**src/rtl/rxq_pkg.sv**
```systemverilog
// Package: shared types for the receive queue.
// Assumes an 8-bit character and three error tags per entry.
package rxq_pkg;
    localparam int CHAR_W = 8;

    typedef struct packed {
        logic              brk;
        logic              frm;
        logic              par;
        logic [CHAR_W-1:0] byte_v;
    } rxq_entry_t;
endpackage

```
**src/rtl/rxq_store.sv**
```systemverilog
// Module: circular storage for tagged characters with an occupancy count.
// Assumes push/pop are single-cycle strobes; it rejects a push when full
// and a pop when empty. Also keeps the last byte read out, for empty reads.
module rxq_store
    import rxq_pkg::*;
#(
    parameter int DEPTH = 64,
    localparam int AW = (DEPTH > 1) ? $clog2(DEPTH) : 1,
    localparam int CW = $clog2(DEPTH + 1)
) (
    input  logic             clk,
    input  logic             rst_n,
    input  logic             push,
    input  rxq_entry_t       push_entry,
    input  logic             pop,
    output logic             push_ok,
    output logic             pop_ok,
    output logic             full,
    output logic [CW-1:0]    occ,
    output rxq_entry_t       head,
    output logic [CHAR_W-1:0] last_byte
);
    rxq_entry_t    mem [DEPTH];
    logic [AW-1:0] wr_ptr, rd_ptr;
    logic [CW-1:0] occ_q;

    // Accept/reject decisions from the current occupancy.
    always_comb begin
        full    = (occ_q == CW'(DEPTH));
        push_ok = push && !full;
        pop_ok  = pop && (occ_q != '0);
    end

    // Write the accepted entry into the slot at the write pointer.
    always_ff @(posedge clk) begin
        if (push_ok) mem[wr_ptr] <= push_entry;
    end

    // Advance the pointers and the occupancy count.
    always_ff @(posedge clk) begin
        if (!rst_n) begin
            wr_ptr <= '0;
            rd_ptr <= '0;
            occ_q  <= '0;
        end else begin
            if (push_ok) wr_ptr <= (wr_ptr == AW'(DEPTH - 1)) ? '0 : wr_ptr + 1'b1;
            if (pop_ok)  rd_ptr <= (rd_ptr == AW'(DEPTH - 1)) ? '0 : rd_ptr + 1'b1;
            case ({push_ok, pop_ok})
                2'b10:   occ_q <= occ_q + 1'b1;
                2'b01:   occ_q <= occ_q - 1'b1;
                default: occ_q <= occ_q;
            endcase
        end
    end

    // Remember the byte most recently read out.
    always_ff @(posedge clk) begin
        if (!rst_n)      last_byte <= '0;
        else if (pop_ok) last_byte <= mem[rd_ptr].byte_v;
    end

    assign occ  = occ_q;
    assign head = mem[rd_ptr];


    occ_bound_chk: assert property (@(posedge clk) disable iff (!rst_n)
        occ_q <= CW'(DEPTH));

    occ_grow_chk: assert property (@(posedge clk) disable iff (!rst_n)
        (push_ok && !pop_ok) |=> occ_q == $past(occ_q) + 1'b1);

    occ_both_chk: assert property (@(posedge clk) disable iff (!rst_n)
        (push_ok && pop_ok) |=> $stable(occ_q));

    empty_pop_chk: assert property (@(posedge clk) disable iff (!rst_n)
        (pop && occ_q == '0) |=> ($stable(rd_ptr) && $stable(last_byte)));
endmodule

```
**src/rtl/rxq_errtrack.sv**
```systemverilog
// Module: counts stored entries that carry any error tag.
// Assumes inc/dec come only from accepted pushes and pops.
module rxq_errtrack #(
    parameter int DEPTH = 64,
    localparam int CW = $clog2(DEPTH + 1)
) (
    input  logic          clk,
    input  logic          rst_n,
    input  logic          inc,
    input  logic          dec,
    input  logic [CW-1:0] occ,
    output logic          any_err
);
    logic [CW-1:0] err_q;

    // Net up/down count of tagged entries held in the queue.
    always_ff @(posedge clk) begin
        if (!rst_n) err_q <= '0;
        else if (inc && !dec) err_q <= err_q + 1'b1;
        else if (dec && !inc) err_q <= err_q - 1'b1;
    end

    assign any_err = (err_q != '0);


    err_le_occ_chk: assert property (@(posedge clk) disable iff (!rst_n)
        err_q <= occ);

    err_no_under_chk: assert property (@(posedge clk) disable iff (!rst_n)
        dec |-> err_q != '0);
endmodule

```
**src/rtl/rxq_linestat.sv**
```systemverilog
// Module: overrun flag and assembly of the 8-bit line status word.
// Assumes the head tags are valid only while the queue is non-empty.
module rxq_linestat (
    input  logic       clk,
    input  logic       rst_n,
    input  logic       nonempty,
    input  logic [2:0] head_tags,
    input  logic       any_err,
    input  logic       ovr_evt,
    input  logic       stat_rd,
    input  logic       tx_hold_empty,
    input  logic       tx_shift_empty,
    output logic [7:0] status
);
    logic ovr_q;

    // Sticky overrun: a new event wins over a clearing read.
    always_ff @(posedge clk) begin
        if (!rst_n)       ovr_q <= 1'b0;
        else if (ovr_evt) ovr_q <= 1'b1;
        else if (stat_rd) ovr_q <= 1'b0;
    end

    // Pack the status word from queue and transmitter state.
    always_comb begin
        status      = '0;
        status[0]   = nonempty;
        status[1]   = ovr_q;
        status[4:2] = nonempty ? head_tags : 3'b000;
        status[5]   = tx_hold_empty;
        status[6]   = tx_hold_empty && tx_shift_empty;
        status[7]   = any_err;
    end


    ovr_set_chk: assert property (@(posedge clk) disable iff (!rst_n)
        ovr_evt |=> ovr_q);

    ovr_clr_chk: assert property (@(posedge clk) disable iff (!rst_n)
        (stat_rd && !ovr_evt) |=> !ovr_q);

    empty_tags_chk: assert property (@(posedge clk) disable iff (!rst_n)
        !nonempty |-> status[4:2] == 3'b000);
endmodule

```
**src/rtl/rxq_status_top.sv**
```systemverilog
// Module: top of the tagged receive queue with line status.
// Assumes rx_* inputs describe one character while rx_valid is high, and
// host reads are single-cycle strobes.
module rxq_status_top
    import rxq_pkg::*;
#(
    parameter int DEPTH = 64,
    localparam int CW = $clog2(DEPTH + 1)
) (
    input  logic       clk,
    input  logic       rst_n,
    input  logic       rx_valid,
    input  logic [7:0] rx_data,
    input  logic       rx_brk,
    input  logic       rx_frm,
    input  logic       rx_par,
    input  logic       host_data_rd,
    input  logic       host_stat_rd,
    input  logic       tx_hold_empty,
    input  logic       tx_shift_empty,
    output logic [7:0] head_data,
    output logic [7:0] status
);
    rxq_entry_t    in_entry, head;
    logic          push_ok, pop_ok, full, any_err;
    logic [CW-1:0] occ;
    logic [7:0]    last_byte;
    logic          nonempty, in_tagged, head_tagged;

    // Form the incoming entry; a break forces the byte to zero.
    always_comb begin
        in_entry.brk    = rx_brk;
        in_entry.frm    = rx_frm;
        in_entry.par    = rx_par;
        in_entry.byte_v = rx_brk ? 8'h00 : rx_data;
        in_tagged       = rx_brk || rx_frm || rx_par;
        nonempty        = (occ != '0);
        head_tagged     = head.brk || head.frm || head.par;
        head_data       = nonempty ? head.byte_v : last_byte;
    end

    rxq_store #(.DEPTH(DEPTH)) u_store (
        .clk       (clk),
        .rst_n     (rst_n),
        .push      (rx_valid),
        .push_entry(in_entry),
        .pop       (host_data_rd),
        .push_ok   (push_ok),
        .pop_ok    (pop_ok),
        .full      (full),
        .occ       (occ),
        .head      (head),
        .last_byte (last_byte)
    );

    rxq_errtrack #(.DEPTH(DEPTH)) u_err (
        .clk    (clk),
        .rst_n  (rst_n),
        .inc    (push_ok && in_tagged),
        .dec    (pop_ok && head_tagged),
        .occ    (occ),
        .any_err(any_err)
    );

    rxq_linestat u_stat (
        .clk           (clk),
        .rst_n         (rst_n),
        .nonempty      (nonempty),
        .head_tags     ({head.brk, head.frm, head.par}),
        .any_err       (any_err),
        .ovr_evt       (rx_valid && full),
        .stat_rd       (host_stat_rd),
        .tx_hold_empty (tx_hold_empty),
        .tx_shift_empty(tx_shift_empty),
        .status        (status)
    );


    brk_zero_chk: assert property (@(posedge clk) disable iff (!rst_n)
        (push_ok && rx_brk && occ == '0) |=> head_data == 8'h00);

    nonempty_bit_chk: assert property (@(posedge clk) disable iff (!rst_n)
        (push_ok && !pop_ok) |=> status[0]);
endmodule

```
**config.mk**
```make
export PLATFORM = sky130hd
export DESIGN_NAME = rxq_status_top
export DESIGN_NICKNAME = d
export VERILOG_FILES = /design/src/rtl/rxq_pkg.sv /design/src/rtl/rxq_store.sv /design/src/rtl/rxq_errtrack.sv /design/src/rtl/rxq_linestat.sv /design/src/rtl/rxq_status_top.sv
export SDC_FILE = /design/constraint.sdc
export NUM_CORES = 1
export LEC_CHECK = 0
export BUFFER_PORTS_ARGS = -buffer_cell sky130_fd_sc_hd__buf_4
export CAP_MARGIN = 10
export CELL_PAD_IN_SITES_DETAIL_PLACEMENT = 0
export CELL_PAD_IN_SITES_GLOBAL_PLACEMENT = 2
export CORE_MARGIN = 2
export CORE_UTILIZATION = 55
export CTS_BUF_LIST = sky130_fd_sc_hd__clkbuf_4
export DETAILED_ROUTE_END_ITERATION = 8
export PLACE_DENSITY = 0.92
export SKIP_CTS_REPAIR_TIMING = 1
export SKIP_LAST_GASP = 1
export SYNTH_ARGS = -nofsm -noshare
export SYNTH_HDL_FRONTEND = slang
export SYNTH_SLANG_ARGS = --single-unit
```
**constraint.sdc**
```tcl
create_clock -name clk -period 8.8 [get_ports clk]
set_input_delay 2.64 -clock clk [delete_from_list [all_inputs] [get_ports clk]]
set_output_delay 2.64 -clock clk [all_outputs]
set_load 0.05 [all_outputs]
```
== Word-level counts from Yosys, hierarchy flattened ==
Memory sizes are Yosys's and may differ from the RTL's. A register that Yosys moved wholly into a read port is not among the register bits.
Cells that the tools add are included.

* Register bits: 35
* Latch bits: 0
* Memory bits (writable): 704
* Bits in read-only memories: 0
* Output and inout bits: 16
* Logic and storage cells: 52
* Memories: 1

* Add/subtract/negate cells: 6
* Multipliers: 0
* Div/mod/pow operators: 0
* Order comparisons: 0
* Equal/unequal tests: 5
* Shift-type cells: 0
* Muxes and demuxes: 14
* Bitwise operators: 0
* Reductions and logical operators: 20

{| class="wikitable"
|+ Memories
! memory !! depth !! width !! read ports !! clocked after Yosys merged registers in !! write ports !! RTL line !! RTL
|-
| u_store.mem || 64 || 11 || 1 || 1 || 1 || rxq_store.sv:23 || <nowiki>rxq_entry_t mem [DEPTH];</nowiki>
|}

{| class="wikitable"
|+ Operators by type and width
! cell !! count
|-
| $mux W6 || 4
|-
| $mux W8 || 2
|-
| $add A7 B1 Y7 const B || 2
|-
| $mux W7 || 2
|-
| $pmux W7 S2 || 1
|-
| $reduce_bool A7 Y1 || 2
|-
| $sub A7 B1 Y7 const B || 2
|-
| $add A6 B1 Y6 const B || 2
|-
| $eq A6 B6 Y1 const B || 2
|-
| $logic_and A1 B1 Y1 || 8
|-
| $eq A7 B7 Y1 const B || 1
|-
| $reduce_bool A2 Y1 || 3
|-
| $logic_or A1 B1 Y1 || 4
|-
| $mux W1 || 4
|-
| $logic_not A1 Y1 || 3
|-
| $mux W3 || 1
|-
| $eq A2 B1 Y1 const B || 1
|-
| $eq A2 B2 Y1 const B || 1
|}

== Logic depth before layout (Yosys ltp) ==
Gate-level depths: netlist (run 1).

* Depth in word-level cells: 8
* Depth in mapped cells: 20
* Depth with buffers taken out: 17

== Modules after synthesis ==
A second synthesis (run 1) with hierarchy kept.

* Cells, all modules: 1561
* Area total of the unflattened synthesis: 29738.5 µm²

{| class="wikitable"
|+ Modules (own cells, without submodules)
! module !! instances !! cells an instance !! area an instance (µm²) !! sequential area each (µm²)
|-
| rxq_store || 1 || 1464 || 28892.7 || 21800.9
|-
| rxq_errtrack || 1 || 64 || 561.8 || 140.1
|-
| rxq_status_top || 1 || 22 || 187.7 || 0.0
|-
| rxq_linestat || 1 || 11 || 96.3 || 20.0
|}

== Worst setup path after synthesis (run 1) ==
OpenSTA, ideal clock, no wires.

* Path type: in2out
* Start: input port tx_hold_empty
* End: output port status[6]
* Arrival time: 3052 ps
* Required time: 6160 ps
* Path slack: 3108 ps
* Cell stages on the path: 1
* Path through: and2_1

* Word-level cells in the longest chain between the ends: 1

{| class="wikitable"
|+ Ends and longest elaborated chain
! element !! RTL line !! RTL
|-
| from (decl) || rxq_status_top.sv:19 || <nowiki>input logic tx_hold_empty,</nowiki>
|-
| $logic_and A1 B1 Y1 || rxq_linestat.sv:31 || <nowiki>status[6] = tx_hold_empty && tx_shift_empty;</nowiki>
|-
| to (decl) || rxq_status_top.sv:22 || <nowiki>output logic [7:0] status</nowiki>
|}

Every way passes these cells.

==> results of run 1 <==
per-layer routing:
metal / vias up / share of wire (%) / track usage, %
met3: 94 / 8.2 / 6.11
met4: 0 / 2.5 / 9.23
met2: 653 / 50 / 37.5
met5: - / 0 / 0
met1: 7606 / 39 / 31.8
li1: 6253 / - / -
synth_stat cells (all sizes together) (5+ instances only):
library cell / count
edfxtp: 704
mux4: 212
nor2: 88
buf: 53
nand2: 47
dfxtp: 41
clkbuf: 26
o21ai: 25
nor2b: 23
and2: 20
a22o: 16
ha: 15
inv: 14
o22ai: 13
a21oi: 11
xnor2: 11
nand3: 8
nand4: 7
xor2: 6
and3: 5
o21bai: 5
critical path, stage by stage (launching register included):
cell	delay [ns]
dfxtp_4	0.68
buf_12	0.67
mux4_2	0.42
o22ai_1	0.11
o31ai_1	0.20
o21bai_1	0.30
o311ai_0	0.46
nor2_1	0.21
buf_4	0.22
metrics by stage:
stage / total power [uW] / worst slack, ns / cell area, um^2 / util [%]
after floorplan: 5630 / 3.11 / 29300 / -
after global placement: 6120 / 2.57 / 30400 / 57.9
after detailed placement: 6160 / 2.59 / 30400 / 57.9
after CTS: 8900 / 1.44 / 32700 / 62.2
after global routing: 9190 / 1.34 / 32800 / 62.4
final: 8800 / 1.68 / 32800 / 62.4
power by group through the flow:
stage / sequential, uW / clock (uW) / combinational, uW
after CTS: 4060 / 2810 / 2020
final: 4050 / 2750 / 2000
after floorplan: 4050 / 0 / 1580
after global routing: 4070 / 2990 / 2130
after global placement: 4130 / 0 / 1990
after detailed placement: 4140 / 0 / 2020
how the worst min path moves through the flow:
stage | from | endpoint | slack (ns) | cells past startpoint
6_report | u_store.last_byte[2]$_SDFFE_PN0P_ | u_store.last_byte[2]$_SDFFE_PN0P_ | 0.47 | 2
5_1_grt | u_store.last_byte[1]$_SDFFE_PN0P_ | u_store.last_byte[1]$_SDFFE_PN0P_ | 0.49 | 2
4_1_cts | u_store.last_byte[0]$_SDFFE_PN0P_ | u_store.last_byte[0]$_SDFFE_PN0P_ | 0.47 | 2
3_5_place_dp | u_store.last_byte[2]$_SDFFE_PN0P_ | u_store.last_byte[2]$_SDFFE_PN0P_ | 0.46 | 2
3_3_place_gp | u_store.last_byte[2]$_SDFFE_PN0P_ | u_store.last_byte[2]$_SDFFE_PN0P_ | 0.46 | 2
2_1_floorplan | u_store.last_byte[0]$_SDFFE_PN0P_ | u_store.last_byte[0]$_SDFFE_PN0P_ | 0.45 | 2
cells in the final DEF (no fill, tap or decap), types with 14 or more instances in the layout:
| cell | count |
|---|---|
| edfxtp_1 | 704 |
| ha_1 | 15 |
| clkinv_1 | 42 |
| o21ai_0 | 16 |
| and2_1 | 20 |
| a22o_1 | 16 |
| inv_1 | 14 |
| nand2_1 | 47 |
| clkbuf_4 | 248 |
| dfxtp_1 | 37 |
| nor2_1 | 88 |
| nor2b_1 | 14 |
| mux4_2 | 212 |
| buf_4 | 86 |
layout make-up:
class	instances	share of cell area, %
repair buffers	97	2.43
flip-flops and latches	745	67.0
multi-input cells	558	21.0
diodes	3	0.0229
clock buffers	248	5.68
inverters	14	0.160
clock inverters	60	1.10
well taps	688	2.62
kinds of logic after synthesis:
kind of cell	count (synthesis)	synth area share (%)
compound gates	91	2.06
xor+xnor	17	0.509
fa+ha+maj	17	0.778
buf+inv	93	1.66
flops	745	75.0
mux	217	16.5
simple gates	216	3.47
sequential cells by signal, indices dropped and copies added (netlist names), named ones only:
| register | flops |
|---|---|
| u_store.rd_ptr | 6 |
| u_store.wr_ptr | 6 |
| u_store.mem | 704 |
| u_store.last_byte | 8 |
| u_stat.ovr_q | 1 |
| u_store.occ | 7 |
| u_err.err_q | 7 |
==> metrics.txt, run 1 <==
CTS tree=yes; number of distinct library cells after synthesis=between 40 and 50; core area=between 50000 and 60000 um^2; post-synth top area share=just over 70%; Worst EP required=6.16 ns; Vias/cell=between 6 and 7; clock latency on the worst-skew pair=just over 1 ns; Worst Path Arrival=about 4.5 ns; ys async rst share=0%; Max Cap Violations=0; area of the multi-input gates=slightly below 7000 um^2; critical path endpoint category=output pin; CTS max path bufs=3; boundary pin count=34; r2r endpoint=u_err.err_q[6]$_SDFFE_PN0P_; outcome=finished clean; Routed Antenna Nets=0; WL final=about 63000 um; Int Pwr=~6300 uW; Initial Utilization=55.7%; global-route wire length before repair=roughly 95000 um; clk sinks=745; reg2reg setup slack=about 3.1 ns; Clock Power Share=slightly above 30%; Worst setup endpoint=status[3]; post-synth top area cell=edfxtp_1; DR WL/cell=26.3 um; vias after detailed routing=14600; critical path class=reg2out; HPWL after DPL=about 36000 um; Critical Path Source Type=register; initial antenna violation count=3; share of cells above drive strength 1=between 30% and 40%; post-synthesis cell count=~1400; clock-pin slew on the worst setup and hold paths=around 0.07 ns; Rows=84; fill count=3584; part of the Yosys area used for sequential elements=75.0%; Cell Count Post-Placement=~2100; Worst-Margin Slew=about 1.2 ns; Reg area=22000 um^2; Final Hold Fails=0; Hold WS=about 0.47 ns; Final #Nets=about 1600; skew final=between 0.03 and 0.04 ns; crit-path max FO=approximately 140; H-tree Lvls=4; Synth Cell Area=29300 um^2; RSZ-0062 raised after global routing=no; worst reg2reg path depth=17; Die Height=235 um; input/output buffers=33; GRT Residual Overflow=0; top post-synthesis cells by area=edfxtp_1 (72%), mux4_2 (16%), dfxtp_1 (2.8%); pwr dens=approximately 270 nW/um^2; EDFF count, synth=704; setup TNS=0 ns; vias in the first global route=between 10000 and 15000; Hold WC Path Type=reg2reg; GPL Wtd Cong=around 0.8; Comb pwr share=a little under a quarter; Tot GR Track Use=between 20% and 30%; Layout area overhead=12.1%; Final period util=between 80% and 90%; max frequency=around 140 MHz; Seq cells post-synth=745; crit path time final=slightly above 7 ns; leak pwr=just over 0.01 uW; DRC Markers=0; Reg power frac=46.1%; Die Area=55100 um^2; VDD IR max=0.238 mV; Post-Layout Cell Count=2413; TritonCTS buffer count=~180; Syn. warnings=0; Net Count, Synth=approximately 1400; DR iter-0 viols=~1400; Mean Syn Cell Area=21.0 um^2; die width=about 230 um; final setup vio count=0; largest net degree at the start of global routing=144; Main synth FF type=edfxtp_1; sw power=approximately 2500 uW; Final Slew Violations=0; Sw Share=between 20% and 30%; Rel. slew slack=a little under a fifth; TritonRoute pass-1 iters=5; Root Buffer=clkbuf_4
Note: power is estimated with default switching activity, not from simulation.
==> run 2, diff against run 1 <==
- CORE_UTILIZATION: 55 -> 47
- PLACE_DENSITY: 0.92 -> 0.85
- clock period: 8.8 -> 5.9 ns (I/O delays scaled with it)
==> run 2 against run 1 <==
  * Via count grew 3.0%
  * Die area increased by 17%
  * Non-clock buffer count rose by 28
  * Sequential power increased by 47%
  * Sequential share of layout area down 1.3 points
==> metrics.txt, run 2 (same netlist as run 1, synthesis figures left out) <==
DRC Markers=0 (unchanged); hold path startpoint=u_store.last_byte[5]$_SDFFE_PN0P_; Layout area overhead=14.2%; most common cell after layout, fill and taps aside=edfxtp_1; input/output buffers=33 (unchanged); vias after detailed routing=15000 (+3.0%); crit path time final=~5.7 ns; global-route wire length before repair=96800 um (+2.2%); boundary pin count=34 (unchanged); r2r endpoint=u_err.err_q[6]$_SDFFE_PN0P_; outcome=finished clean; max frequency=about 180 MHz; vias in the first global route=14800 (-1.6%); RSZ-0062 raised after global routing=no; crit-path cells=buf_16 > buf_4 > mux4_2 > mux4_2 > a22o_1 > nor2_1 > o21ai_1 > buf_4; TritonCTS buffer count=179 (unchanged); CTS max path bufs=3 (unchanged); DR WL/cell=25.8 um (-1.8%); Final period util=roughly 97%; critical path endpoint category=output pin; GRT Residual Overflow=0 (unchanged); crit-path max FO=14 (-90%); pwr dens=403 nW/um^2 (+50%); worst reg2reg path depth=18 (+1); slowest cell delay on critical path=0.54 ns (-0.14 ns); busiest grt layer=met2; clock latency on the worst-skew pair=1.02 ns (about the same); setup TNS=0 ns (unchanged); leak pwr=0.0104 uW (+2.4%); Worst Path Arrival=3.92 ns (-0.56 ns); Rows=91 (+8.3%); max reg flops=704 (unchanged); Largest Register=u_store.mem; GR Util met1=29.9% (-1.9 points); Die Height=254 um (+8.0%); TritonRoute pass-1 iters=6 (+1); Initial Utilization=47.5% (-8.2 points); clk sinks=745 (unchanged); Root Buffer=clkbuf_4; Worst-Margin Slew=1.23 ns (+0.0113 ns); Hold WC Path Type=reg2reg; Rel. slew slack=18.0% (-0.75 points); WL final=67300 um (+6.1%); GPL Wtd Cong=0.851 (+4.8%); HPWL after DPL=40400 um (+12%); top flop regs=u_store.mem x704, u_store.last_byte x8; total power=13500 uW (+53%); Critical Path Source Type=register; Final Hold Fails=0 (unchanged); Hold Path Sink=u_store.last_byte[5]$_SDFFE_PN0P_; Setup WS post-layout=0.206 ns (-1.47 ns); die width=254 um (+8.0%); H-tree Lvls=4 (unchanged); met2 Usage GRT=32.4% (-5.0 points); Tot GR Track Use=21.2% (-2.4 points); Routed Antenna Nets=0 (unchanged); Final Slew Violations=0 (unchanged); clock-pin slew on the worst setup and hold paths=0.07 ns (about the same); largest net degree at the start of global routing=65 (-55%); hold path depth=2 (unchanged); share of cells above drive strength 1=35.7% (+1.2 points); DR iter-0 viols=1897 (+40%); Post-Place Setup Slack=0.837 ns (-1.75 ns); CTS tree=yes; Die Area=64300 um^2 (+17%); reg2reg setup slack=0.95 ns (-2.18 ns); critical path class=reg2out; skew final=0.0832 ns (+0.0437 ns); met3 GRT Util=5.61% (-0.50 points); Max Cap Violations=0 (unchanged); most frequent cells in the layout=edfxtp_1 (704), clkbuf_4 (241), mux4_2 (212); final setup vio count=0 (unchanged); VDD IR max=0.227 mV (-4.6%); core area=61600 um^2 (+17%); initial antenna violation count=4 (+1); slowest CP cell=mux4_2; Final #Nets=1658 (+1.7%); Vias/cell=5.77 (-4.7%); Worst EP required=4.13 ns (-2.03 ns)
run 2: changes by cell type in the layout (fill, tap and decap cells not counted), moves of 2 or more:
cell,delta
clkbuf_4,-7
clkinv_1,+9
nor2_2,+2
nor2_1,-2
inv_6,+3
bufinv_16,+2
buf_4,+21
buf_12,+5
inv_2,-2
clkinv_2,+11
run 2: where the power goes:
| group | internal, uW | switching (uW) |
|---|---|---|
| sequential | 5880 | 92.6 |
| combinational | 1470 | 1790 |
| clock | 2190 | 2050 |
| total | 9540 | 3930 |
run 2: layout make-up:
type | instances | area (um^2)
diodes | 3 | 7.51
well taps | 837 | 1050
clock buffers | 241 | 1810
inverters | 14 | 52.6
repair buffers | 125 | 1110
flip-flops and latches | 745 | 22000
fillers | 4655 | 28200
clock inverters | 84 | 538
multi-input cells | 558 | 6880
run 2: worst max-delay path by stage:
stage,to
after floorplan,u_store.occ[6]$_SDFFE_PN0P_
after global placement,u_err.err_q[6]$_SDFFE_PN0P_
after detailed placement,u_err.err_q[6]$_SDFFE_PN0P_
after CTS,head_data[0]
after global routing,status[4]
final,head_data[2]
run 2: stage by stage:
| step | hold WS (ns) | utilization (%) | instances | cell area (um^2) |
|---|---|---|---|---|
| floorplan | 0.450 | - | 1396 | 29300 |
| global placement | 0.458 | 50.1 | 2262 | 30900 |
| detailed placement | 0.463 | 50.1 | 2264 | 30900 |
| CTS | 0.474 | 54.0 | 2589 | 33200 |
| global route | 0.485 | 54.3 | 2607 | 33400 |
| finish | 0.473 | 54.3 | 2607 | 33400 |
run 2: routing by layer:
| metal | share of wire (%) | routed length [um] |
|---|---|---|
| met3 | 9.4 | 6300 |
| met2 | 47 | 32000 |
| met5 | 0 | 0 |
| met4 | 2.2 | 1450 |
| met1 | 41 | 27600 |
run 2: worst max-delay path, delay by kind of cell (launching register included):
kind / cells / cell delay (ns)
mux: 2 / 1.07
flops: 1 / 0.45
buf+inv: 3 / 0.65
compound gates: 2 / 0.40
simple gates: 1 / 0.31
==> run 3, diff against run 2 <==
- PLACE_DENSITY: 0.85 -> unset
- PLACE_DENSITY_LB_ADDON: unset -> 0.12
==> run 3 against run 2 <==
  * Combinational power decreased by 1%
  * Via count is 2.3% lower
  * Cell area is 0.46% higher
  * Register-to-register slack gained 0.02 ns
  * Sequential cell count stayed put
  * Setup slack worse by 0.013 ns
  * Die area unchanged
  * Hold slack worse by 0.0017 ns
  * First-iteration DRC count fell by 30%
  * Maximum frequency fell by 0.23%
  * Critical path type unchanged
  * Largest power group unchanged
  * Highest routed layer unchanged
==> metrics.txt, run 3 (same netlist as run 1, synthesis figures left out) <==
outcome=finished clean; TritonRoute pass-1 iters=5 (-1); Root Buffer=clkbuf_4; Die Height=254 um (unchanged); vias after detailed routing=14700 (-2.3%); Max Cap Violations=0 (unchanged); total power=13600 uW (+1.0%); sw power=3920 uW (-0.27%); DR WL/cell=26.3 um (+1.7%); crit-path cells=buf_12 > buf_4 > mux4_2 > mux4_2 > a22o_1 > nor2_1 > o21ai_1 > buf_4; max frequency=175 MHz (-0.23%); CTS tree=yes; max reg flops=704 (unchanged); pwr dens=406 nW/um^2 (+0.59%); final setup vio count=0 (unchanged); crit path time final=5.71 ns (+0.0131 ns); input/output buffers=33 (unchanged); global-route wire length before repair=100000 um (+3.6%); largest net degree at the start of global routing=65 (unchanged); Clock Power Share=32.4% (+1.0 points); Int Pwr=9690 uW (+1.6%); Critical Path Source Type=register; Worst-Margin Slew=1.22 ns (-0.00869 ns); slowest cell delay on critical path=0.57 ns (+0.03 ns); Tot GR Track Use=22.3% (+1.1 points); Final period util=96.7% (+0.22 points); placed cell area=31000 um^2 (+0.28%); GPL Wtd Cong=0.768 (-9.8%); critical path class=reg2out; Hold WC Path Type=reg2reg; crit-path max FO=27 (+13); leak pwr=0.0105 uW (+1.3%); Worst Path Arrival=3.94 ns (+0.02 ns); Final #Nets=1677 (+1.1%); worst reg2reg path depth=16 (-2); share of cells above drive strength 1=37.9% (+2.3 points); Routed Antenna Nets=0 (unchanged); most frequent cells in the layout=edfxtp_1 (704), clkbuf_4 (290), mux4_2 (212); Sw Share=28.8% (-0.38 points); Worst setup endpoint=head_data[7]; CTS max path bufs=3 (unchanged); Worst EP required=4.13 ns (about the same); Initial Utilization=47.5% (unchanged); critical path endpoint category=output pin; VDD IR max=0.192 mV (-15%); DRC Markers=0 (unchanged); HPWL after DPL=40900 um (+1.2%); Crit path max-delay family=multiplexers; r2r endpoint=u_err.err_q[6]$_SDFFE_PN0P_; Die Area=64300 um^2 (unchanged); vias in the first global route=15000 (+1.6%); Comb pwr share=23.7% (-0.5 points); clock latency on the worst-skew pair=1.01 ns (about the same); die width=254 um (unchanged); skew final=0.0484 ns (-0.0347 ns); fill count=4824 (+3.6%); Final Slew Violations=0 (unchanged); TritonCTS buffer count=188 (+5.0%); most common cell after layout, fill and taps aside=edfxtp_1; slowest CP cell=mux4_2; clk sinks=745 (unchanged); core area=61600 um^2 (unchanged); reg2reg setup slack=0.97 ns (+0.02 ns); Final Instance Area=33600 um^2 (+0.46%); WP depth=8 (unchanged); Reg power frac=43.9% (-0.4 points); clock-pin slew on the worst setup and hold paths=0.06 ns (about the same); DR iter-0 viols=1325 (-30%); crit path buf inv count=3 (unchanged); Post-Layout Cell Count=2634 (+1.0%); GRT Residual Overflow=0 (unchanged); Rows=91 (unchanged); Cell Count Post-Placement=2277 (+0.57%); boundary pin count=34 (unchanged); H-tree Lvls=4 (unchanged); Vias/cell=5.58 (-3.3%); initial antenna violation count=3 (-1); Rel. slew slack=18.6% (+0.58 points); top flop regs=u_store.mem x704, u_store.last_byte x8; Layout area overhead=14.7%; WL final=69200 um (+2.7%); Largest Register=u_store.mem; Final Hold Fails=0 (unchanged)
run 3: worst register-to-register path, cell delays in order (launching register included):
cell and delay [ns]:
dfxtp_2 0.97, buf_4 0.45, mux4_2 0.37, nor2b_1 0.17, a211oi_1 0.33, a31oi_1 0.19, o21ai_1 0.33, ha_1 0.22
inv_1 0.15, fa_1 0.43, a21o_1 0.17, a21oi_1 0.22, o21bai_1 0.09, a21oi_1 0.19, xnor2_1 0.09, or3_1 0.30
a21boi_0 0.17
run 3: routing by layer:
layer	wire [um]	global-route usage, %
met1	29700	31.0
met2	33600	34.7
met3	4680	5.60
met4	1210	7.68
met5	0	0
run 3: metrics by stage:
stage | utilization [%] | hold slack [ns] | setup slack [ns] | TNS, ns
floorplan | - | 0.450 | 1.45 | 0
global placement | 50.3 | 0.459 | 1.00 | 0
detailed placement | 50.3 | 0.463 | 1.01 | 0
CTS | 54.3 | 0.474 | -0.101 | -0.637
global route | 54.5 | 0.485 | -0.0172 | -0.0198
finish | 54.5 | 0.471 | 0.192 | 0
run 3: worst min path at each step:
| stage | end | depth (start not counted) | slack, ns | startpoint |
|---|---|---|---|---|
| 2_1_floorplan | u_store.last_byte[0]$_SDFFE_PN0P_ | 2 | 0.45 | u_store.last_byte[0]$_SDFFE_PN0P_ |
| 3_3_place_gp | u_store.last_byte[4]$_SDFFE_PN0P_ | 2 | 0.46 | u_store.last_byte[4]$_SDFFE_PN0P_ |
| 3_5_place_dp | u_store.last_byte[4]$_SDFFE_PN0P_ | 2 | 0.46 | u_store.last_byte[4]$_SDFFE_PN0P_ |
| 4_1_cts | u_store.last_byte[4]$_SDFFE_PN0P_ | 2 | 0.47 | u_store.last_byte[4]$_SDFFE_PN0P_ |
| 5_1_grt | u_store.last_byte[1]$_SDFFE_PN0P_ | 2 | 0.48 | u_store.last_byte[1]$_SDFFE_PN0P_ |
| 6_report | u_store.last_byte[2]$_SDFFE_PN0P_ | 2 | 0.47 | u_store.last_byte[2]$_SDFFE_PN0P_ |
run 3: area by class of cell:
| class | instances | area, um^2 | area share, % |
|---|---|---|---|
| Sequential cell | 745 | 22000 | 65.4 |
| Multi-Input combinational cell | 558 | 6900 | 20.5 |
| Clock buffer | 290 | 2180 | 6.48 |
| Timing Repair Buffer | 135 | 1100 | 3.28 |
| Tap cell | 837 | 1050 | 3.12 |
| Clock inverter | 50 | 313 | 0.932 |
| Inverter | 14 | 52.6 | 0.157 |
| Antenna cell | 5 | 12.5 | 0.0373 |
run 3: power by group through the flow:
| stage | sequential (uW) | clock, uW | combinational [uW] |
|---|---|---|---|
| 5_1_grt | 5990 | 4800 | 3470 |
| 3_3_place_gp | 6110 | 0 | 3220 |
| 4_1_cts | 6000 | 4540 | 3230 |
| 3_5_place_dp | 6110 | 0 | 3220 |
| 6_report | 5980 | 4410 | 3230 |
| 2_1_floorplan | 6040 | 0 | 2360 |
